## config.mk

```make
export PLATFORM = sky130hd
export DESIGN_NAME = vgs_sequencer
export DESIGN_NICKNAME = d
export VERILOG_FILES = /design/src/rtl/vgs_pkg.sv /design/src/rtl/vgs_lane_addr.sv /design/src/rtl/vgs_line_group.sv /design/src/rtl/vgs_sequencer.sv
export SDC_FILE = /design/constraint.sdc
export NUM_CORES = 2
export LEC_CHECK = 0
export ABC_CLOCK_PERIOD_IN_PS = 5000
export BUFFER_PORTS_ARGS = -buffer_cell sky130_fd_sc_hd__buf_2
export CELL_PAD_IN_SITES_DETAIL_PLACEMENT = 1
export CELL_PAD_IN_SITES_GLOBAL_PLACEMENT = 2
export CORE_AREA = 2 2 530 532
export CTS_BUF_LIST = sky130_fd_sc_hd__clkbuf_4
export DETAILED_ROUTE_END_ITERATION = 10
export DIE_AREA = 0 0 532 534
export PLACE_DENSITY = 0.63
export SLEW_MARGIN = 20
export SYNTH_ARGS = -nofsm -noshare
export SYNTH_HDL_FRONTEND = slang
export SYNTH_HIERARCHICAL = 1
export SYNTH_SLANG_ARGS = --single-unit
```

## constraint.sdc

```tcl
create_clock -name clk -period 5 [get_ports clk]
set_input_delay 1 -clock clk [delete_from_list [all_inputs] [get_ports clk]]
set_output_delay 1 -clock clk [all_outputs]
set_load 0.05 [all_outputs]
```

## src/rtl/vgs_pkg.sv

```systemverilog
package vgs_pkg;
  typedef enum logic [1:0] {
    ST_IDLE  = 2'd0,
    ST_ISSUE = 2'd1,
    ST_WAIT  = 2'd2,
    ST_FIN   = 2'd3
  } vgs_state_t;
endpackage

```

## src/rtl/vgs_lane_addr.sv

```systemverilog
module vgs_lane_addr #(
  parameter int LANES = 4,
  parameter int WA    = 8,
  parameter int OFFW  = 4
) (
  input  logic [WA-1:0]                  base_w,
  input  logic [LANES-1:0][WA-1:0]       idx,
  output logic [LANES-1:0][WA-OFFW-1:0]  line,
  output logic [LANES-1:0][OFFW-1:0]     off
);
  for (genvar g = 0; g < LANES; g++) begin : g_lane
    logic [WA-1:0] wa;
    assign wa      = base_w + idx[g];
    assign line[g] = wa[WA-1:OFFW];
    assign off[g]  = wa[OFFW-1:0];
  end
endmodule

```

## src/rtl/vgs_line_group.sv

```systemverilog
module vgs_line_group #(
  parameter int LANES = 4,
  parameter int EW    = 32,
  parameter int LW    = 4,
  parameter int OFFW  = 4,
  localparam int LINE_WORDS = 1 << OFFW
) (
  input  logic                               clk,
  input  logic                               rst,
  input  logic [LANES-1:0]                   pend,
  input  logic [LANES-1:0][LW-1:0]           line,
  input  logic [LANES-1:0][OFFW-1:0]         off,
  input  logic [LANES-1:0][EW-1:0]           data,
  output logic [LW-1:0]                      lead_line,
  output logic [LANES-1:0]                   grp,
  output logic [LINE_WORDS-1:0]              wstrb,
  output logic [LINE_WORDS-1:0][EW-1:0]      wdata
);
  logic found;

  always_comb begin
    found     = 1'b0;
    lead_line = '0;
    for (int i = 0; i < LANES; i++) begin
      if (pend[i] && !found) begin
        found     = 1'b1;
        lead_line = line[i];
      end
    end
    grp   = '0;
    wstrb = '0;
    wdata = '0;
    // ascending walk: a later lane overwrites an earlier one on the same word
    for (int i = 0; i < LANES; i++) begin
      grp[i] = pend[i] && (line[i] == lead_line);
      if (grp[i]) begin
        wstrb[off[i]] = 1'b1;
        wdata[off[i]] = data[i];
      end
    end
  end

  AST_GROUP_HAS_LEADER: assert property (@(posedge clk) disable iff (rst)
    (|pend) |-> (|grp));

endmodule

```

## src/rtl/vgs_sequencer.sv

```systemverilog
module vgs_sequencer #(
  parameter int LANES      = 4,
  parameter int EW         = 32,
  parameter int AW         = 10,
  parameter int LINE_BYTES = 64,
  localparam int WA         = AW - 2,
  localparam int LINE_WORDS = LINE_BYTES / 4,
  localparam int OFFW       = $clog2(LINE_WORDS),
  localparam int LW         = WA - OFFW
) (
  input  logic                      clk,
  input  logic                      rst,
  input  logic                      start,
  input  logic                      mode,
  input  logic [AW-1:0]             base,
  input  logic [LANES*WA-1:0]       idx_vec,
  input  logic [LANES*EW-1:0]       data_vec,
  input  logic [LANES-1:0]          lane_mask,
  output logic                      mem_req,
  output logic                      mem_we,
  output logic [LW-1:0]             mem_line,
  output logic [LINE_WORDS-1:0]     mem_wstrb,
  output logic [LINE_WORDS*EW-1:0]  mem_wdata,
  input  logic                      mem_rvalid,
  input  logic [LINE_WORDS*EW-1:0]  mem_rdata,
  output logic [LANES*EW-1:0]       result_vec,
  output logic                      done
);
  import vgs_pkg::*;

  vgs_state_t                 state;
  logic                       mode_q;
  logic [WA-1:0]              base_q;
  logic [LANES-1:0][WA-1:0]   idx_q;
  logic [LANES-1:0][EW-1:0]   data_q;
  logic [LANES-1:0][EW-1:0]   res_q;
  logic [LANES-1:0]           pend;

  logic [LANES-1:0][LW-1:0]          lane_line;
  logic [LANES-1:0][OFFW-1:0]        lane_off;
  logic [LW-1:0]                     lead_line;
  logic [LANES-1:0]                  grp;
  logic [LINE_WORDS-1:0]             grp_wstrb;
  logic [LINE_WORDS-1:0][EW-1:0]     grp_wdata;
  logic [LINE_WORDS-1:0][EW-1:0]     rdata_a;
  logic [LANES-1:0]                  pend_next;

  assign rdata_a    = mem_rdata;
  assign result_vec = res_q;
  assign pend_next  = pend & ~grp;

  vgs_lane_addr #(.LANES(LANES), .WA(WA), .OFFW(OFFW)) u_addr (
    .base_w (base_q),
    .idx    (idx_q),
    .line   (lane_line),
    .off    (lane_off)
  );

  vgs_line_group #(.LANES(LANES), .EW(EW), .LW(LW), .OFFW(OFFW)) u_group (
    .clk       (clk),
    .rst       (rst),
    .pend      (pend),
    .line      (lane_line),
    .off       (lane_off),
    .data      (data_q),
    .lead_line (lead_line),
    .grp       (grp),
    .wstrb     (grp_wstrb),
    .wdata     (grp_wdata)
  );

  always_ff @(posedge clk) begin
    if (rst) begin
      state     <= ST_IDLE;
      mode_q    <= 1'b0;
      base_q    <= '0;
      idx_q     <= '0;
      data_q    <= '0;
      res_q     <= '0;
      pend      <= '0;
      mem_req   <= 1'b0;
      mem_we    <= 1'b0;
      mem_line  <= '0;
      mem_wstrb <= '0;
      mem_wdata <= '0;
      done      <= 1'b0;
    end else begin
      mem_req <= 1'b0;
      done    <= 1'b0;
      case (state)
        ST_IDLE: begin
          if (start) begin
            mode_q <= mode;
            base_q <= base[AW-1:2];
            idx_q  <= idx_vec;
            data_q <= data_vec;
            pend   <= lane_mask;
            if (!mode) res_q <= data_vec;
            state  <= (|lane_mask) ? ST_ISSUE : ST_FIN;
          end
        end
        ST_ISSUE: begin
          mem_req   <= 1'b1;
          mem_we    <= mode_q;
          mem_line  <= lead_line;
          mem_wstrb <= mode_q ? grp_wstrb : '0;
          mem_wdata <= grp_wdata;
          if (mode_q) begin
            pend  <= pend_next;
            state <= (pend_next == '0) ? ST_FIN : ST_ISSUE;
          end else begin
            state <= ST_WAIT;
          end
        end
        ST_WAIT: begin
          if (mem_rvalid) begin
            for (int i = 0; i < LANES; i++)
              if (grp[i]) res_q[i] <= rdata_a[lane_off[i]];
            pend  <= pend_next;
            state <= (pend_next == '0) ? ST_FIN : ST_ISSUE;
          end
        end
        default: begin
          done  <= 1'b1;
          state <= ST_IDLE;
        end
      endcase
    end
  end

  AST_IDLE_NO_REQ: assert property (@(posedge clk) disable iff (rst)
    (state == ST_IDLE) |-> !mem_req);
  AST_DONE_SINGLE: assert property (@(posedge clk) disable iff (rst)
    done |=> !done);
  AST_WRITE_HAS_STRB: assert property (@(posedge clk) disable iff (rst)
    (mem_req && mem_we) |-> (mem_wstrb != '0));
  AST_GATHER_NO_WRITE: assert property (@(posedge clk) disable iff (rst)
    (mem_req && !mode_q) |-> (!mem_we && mem_wstrb == '0));
  AST_PEND_SHRINKS: assert property (@(posedge clk) disable iff (rst)
    (state == ST_WAIT && mem_rvalid) |=> ($countones(pend) < $countones($past(pend))));
  AST_BUSY_START_IGNORED: assert property (@(posedge clk) disable iff (rst)
    (state != ST_IDLE && start) |=> ($stable(mode_q) && $stable(base_q) && $stable(idx_q)));

endmodule

```

Word level (Yosys, flattened, before mapping) --
Index checks and enable logic that the tools add are counted.
Word-level totals: bits in writable memories 0, output and inout bits 663, input port bits 691, memory bits (read-only) 0, register bits 838, word-level logic and storage cells 144, memories 0, latch bits 0
Cells by class: magnitude comparators 8, reductions and logical operators 27, add/subtract/negate cells 4, multiplexer cells 63, shift-type cells 0, div/mod/pow operators 0, bitwise operators 6, eq/ne operators 14, multipliers 0
Operators by type and width (number):
- 2-to-1 mux 512 bit | 4
- bitwise mux 512 bit | 3
- bitwise AND 512 bit | 1
- binary-select mux 32 bit (select 4 bit) | 4
- demux 32 bit (select 4 bit) | 4
- 2-to-1 mux 128 bit | 3
- 2-to-1 mux 32 bit | 12
- one-hot mux 128 bit (2 select lines) | 1
- 2-to-1 mux 16 bit | 5
- OR 16 bit | 3
- adder 8 bit | 4
- 2-to-1 mux 4 bit | 7
- less-than comparator 4 x 5 -> 1 bit (second input constant) | 4
- AND reduction 5 bit | 4
- demux 1 bit (select 4 bit) | 4
- == test 4 bit | 4
- greater-or-equal comparator 4 x 1 -> 1 bit (second input constant) | 4
- != test 2 bit (second input constant) | 8
- one-hot mux 4 bit (3 select lines) | 1
- logical AND 1 bit | 11
- 2-to-1 mux 2 bit | 5
- 2-to-1 mux 1 bit | 9
- one-hot mux 2 bit (3 select lines) | 1
- bitwise AND 4 bit | 1
- other kinds (12) | 15

Logic depth before layout (Yosys ltp) --
depth in word-level cells 20, depth in mapped cells 20, depth with buffers taken out 17

Hierarchy --
The synthesis kept the hierarchy.
By module, submodules not included:
- vgs_sequencer | instances 1, cells each 4519, sequential area each 16776.1 µm², area each 45008.2 µm²
- vgs_line_group | instances 1, cells each 3464, sequential area each 0.0 µm², area each 17958.5 µm²
- vgs_lane_addr | instances 1, cells each 159, sequential area each 0.0 µm², area each 1219.9 µm²

Worst setup path before layout --
No wires, ideal clock.
path kind reg2reg, from register base_q[0], to register res_q, in the netlist result_vec[32], cell stages (with the launch flop) 18, period minus slack after synthesis 4.433 ns, setup time 0.078 ns, buffers on the path 1, arrival time 4.355 ns, slack 0.567 ns, required time 4.922 ns, path through dfxtp_1 > ha_1 > inv_1 > fa_1 > nor2b_4 > o31a_1 > or4b_1 > nand3_1 > nor2b_1 > o41ai_4 > o21ai_2 > nor4_1 > a21boi_0 > a211oi_2 > buf_2 > nor2_1 > or4_1 > nor3_1
RTL lines:
- start, declared | RTL line vgs_sequencer.sv:33 | logic [WA-1:0] base_q;
- start signal, assigned | RTL line vgs_sequencer.sv:94 | base_q <= base[AW-1:2];
- end signal, assigned | RTL line vgs_sequencer.sv:98 | if (!mode) res_q <= data_vec;
- end signal, assigned by index | RTL line vgs_sequencer.sv:118 | if (grp[i]) res_q[i] <= rdata_a[lane_off[i]];
- end, declared | RTL line vgs_sequencer.sv:36 | logic [LANES-1:0][EW-1:0] res_q;

==> reports/results.md <==
### Cells and area
- **leading cell types in the layout, fill and taps excluded** sky130_fd_sc_hd__nand2_1, sky130_fd_sc_hd__buf_2, sky130_fd_sc_hd__nor2_1, sky130_fd_sc_hd__dfxtp_1, sky130_fd_sc_hd__mux2i_1
- **final standard cell area without fillers** 0.0825 mm²
- **share of the core filled with cells in the final layout** 29.6%
- **final net count** 10100
- **fraction of final layout cells sized beyond drive strength 1** 29.2%
- **most common cell after layout, fill and taps aside** sky130_fd_sc_hd__nand2_1
- **Synth-to-Final Area Change** 28.5%

### Setup path
- **Worst Reg-to-Reg Cells** 18
- **longest individual stage delay on the worst path** 0.59 ns
- **Worst EP arrival** 6.06 ns
- **capturing element type of the critical path** register
- **launching element type of the critical path** register
- **Worst Setup Path Type** register to register
- **cell-by-cell trace of the critical path** ha_4, inv_1, fa_1, nor2b_4, o31a_1, or4b_1, nand3_1, nor2b_1, o41ai_4, o21ai_2, or4_4, buf_12, buf_4, o221ai_1, o21ai_0, o21ai_0, mux2i_1, nor2_1
- **maximum fanout count along the critical path** 32
- **setup slack, reg-to-reg** 0.12 ns
- **required arrival time at the worst endpoint** 6.18 ns
- **most repeated library cell on the critical path** sky130_fd_sc_hd__o21ai_0
- **Worst path slowest cell** sky130_fd_sc_hd__or4_4

### Timing
- **number of pins exceeding their max-slew limit in the final report** 0
- **RSZ-0062 raised after global routing** false
- **final worst slack** 0.119 ns
- **Fmax achieved** 205 MHz
- **Slew Limit Headroom** 17.4%
- **post-route clock period utilization** 97.6%
- **Slew @ Worst Pin** 1.24 ns
- **count of final setup violators** 0
- **hold violation count in the final report** 0
- **clock skew** 0.107 ns
- **minimum clock period** 4.88 ns

### Yosys
- **synthesis-stage register bit count** 838
- **number of instances in the synthesized netlist** 8142
- **combined area of all synthesized cells** 0.0642 mm²
- **most common flop cell mapped by yosys** sky130_fd_sc_hd__dfxtp_1
- **number of enable flip-flop cells after synthesis** 0
- **average footprint of a synthesized cell** 7.88 µm²
- **Ys Warns** 6
- **sequential share of the synthesized area** 26.1%
- **share of synthesized flip-flops with an asynchronous set or reset** 0%
- **post-synthesis net count** 8869
- **count of unique library cells instantiated by Yosys** 87

### Clocking
- **largest buffer count on any clock path** 4
- **TritonCTS clock tree** yes
- **Num Clock Sinks** 838
- **clock transition at the registers of the reported paths** 0.07 ns
- **clock latency reported for the late side of the worst-skew pair** 1.28 ns
- **clock root buffer master** sky130_fd_sc_hd__clkbuf_4
- **H-tree levels** 5
- **number of buffers added by the clock tree synthesis step** 272

### Outcome
- **outcome** completed

### Min path
- **Hold Path Depth** 3
- **Hold Path Class** input pin to register

### Die
- **I/O pins** 1354
- **die area** 0.284 mm²
- **number of placement rows** 194
- **Initial Utilization** 23.1%
- **placeable core region** 0.278 mm²
- **width of the die** 532 µm
- **Die Height** 534 µm

### Route
- **number of nets with antenna violations after detailed routing** 0
- **drt first pass iters** 6
- **routed wire length** 485000 µm
- **First DRT Iteration DRCs** 8448
- **total via count in the routed design** 77700
- **number of vias per cell** 5.77
- **detailed-route DRC error count** 0
- **DR WL/cell** 36.0 µm

### Placement
- **Final GP Congestion** 1.09
- **cell area after placement** 0.0768 mm²
- **dpl ws** -0.0115 ns
- **port buffer count** 1351
- **half-perimeter wire length after placement** 370000 µm

### Power
- **worst-case vdd ir drop** 449 µV
- **power density over the cells** 472 mW/mm²
- **leakage** 31.1 nW

### Global routing
- **GR Util All Layers** 32.5%
- **wire length of the first global-routing pass** 651000 µm
- **maximum number of pins on one net before global-route repair** 168
- **number of antenna violations at the first check in global routing** 252
- **via count of the first global-routing pass** 75900
- **remaining global-route overflow** 0

### Run
- **max_cap viols** 0

## per-layer routing
layer,wire length [µm],GRT usage (%),up-vias,part of all wire [%]
met5,427,0,-,0.088
met4,37400,22.5,64,7.7
met3,39700,6.68,1142,8.2
met2,215000,50.4,4539,44
met1,192000,40.3,39200,40
li1,-,-,32700,-
## area by class of cell
type / count / area [µm²]
inverters: 30 / 138
well taps: 3724 / 4660
fillers: 33600 / 196000
diodes: 184 / 460
clock inverters: 61 / 464
clock buffers: 382 / 2870
flip-flops and latches: 838 / 16800
repair buffers: 1983 / 13300
multi-input cells: 6267 / 43800
## worst max-delay path, delay by kind of cell (launching register included)
family	cells	cell delay, ns
buf+inv	3	0.51
flops	1	0.39
mux	1	0.16
fa+ha+maj	2	0.44
compound gates	6	1.82
simple gates	6	1.53
## synthesized netlist by cell type, drive strengths merged (64+ instances only)
master	instances	area share, %
mux2i	781	12
a21oi	388	3.0
nor2	951	5.6
buf	308	2.4
o221ai	256	3.5
o31ai	92	1.1
clkbuf	699	4.1
a221oi	145	2.2
o21ai	895	7.0
a22oi	146	1.7
o22ai	297	2.9
and2	78	0.76
nor3	64	0.59
nor4	87	0.88
dfxtp	838	26
mux4	384	13
nand2	1358	7.9
## stage by stage
step                hold WS (ns)  TNS [ns]  instances  power (mW)
finish                     0.164         0      13500        38.9
global route              0.0831         0      13400        40.2
CTS                      0.00124         0      13300        38.5
detailed placement         0.448   -0.0115      12700        30.8
global placement           0.443         0      12700        30.5
floorplan                  0.432         0       8142        21.7
## state kept, by name, summed over array words and instances (netlist names), 4 cells and up
| register | flops |
|---|---|
| base_q | 8 |
| idx_q | 32 |
| result_vec | 128 |
| mem_wdata | 512 |
| mem_line | 4 |
| pend | 4 |
| mem_wstrb | 16 |
| data_q | 128 |
## cells by family (layout without fill, tap and decap cells)
logic type / after synthesis / count (layout) / synth area share (%)
adders and majority gates: 36 / 36 / 0.749
AOI/OAI and AO/OA: 2318 / 2318 / 22.7
DFF: 838 / 838 / 26.1
xor gates and xnor gates: 18 / 18 / 0.246
muxes: 1167 / 1167 / 25.7
and+or+nand+nor: 2728 / 2728 / 17.8
other: 0 / 184 / 0
buffers and inverters: 1037 / 2456 / 6.65
## path summary, 6_finish.rpt
path | from | endpoint
max | base_q[0]$_SDFFE_PP0P_ | mem_wdata[209]$_SDFFE_PP0P_
min | data_vec[58] | data_q[58]$_SDFFE_PP0P_
max reg2reg | base_q[0]$_SDFFE_PP0P_ | mem_wdata[209]$_SDFFE_PP0P_
min reg2reg | data_q[49]$_SDFFE_PP0P_ | data_q[49]$_SDFFE_PP0P_
## timing repair
item / CTS / global route
gates resized for setup: 0 / 19
hold buffers: 170 / 0
setup buffers: 0 / 6
hold endpoints to repair: 175 / 0
setup endpoints to repair: 0 / 368
## where the power goes
part | internal, mW | switching (mW)
combinational | 7.43 | 15.3
sequential | 7.45 | 1.31
clock | 3.85 | 3.57
total | 18.7 | 20.2
Note: power is estimated with default switching activity, not from simulation.
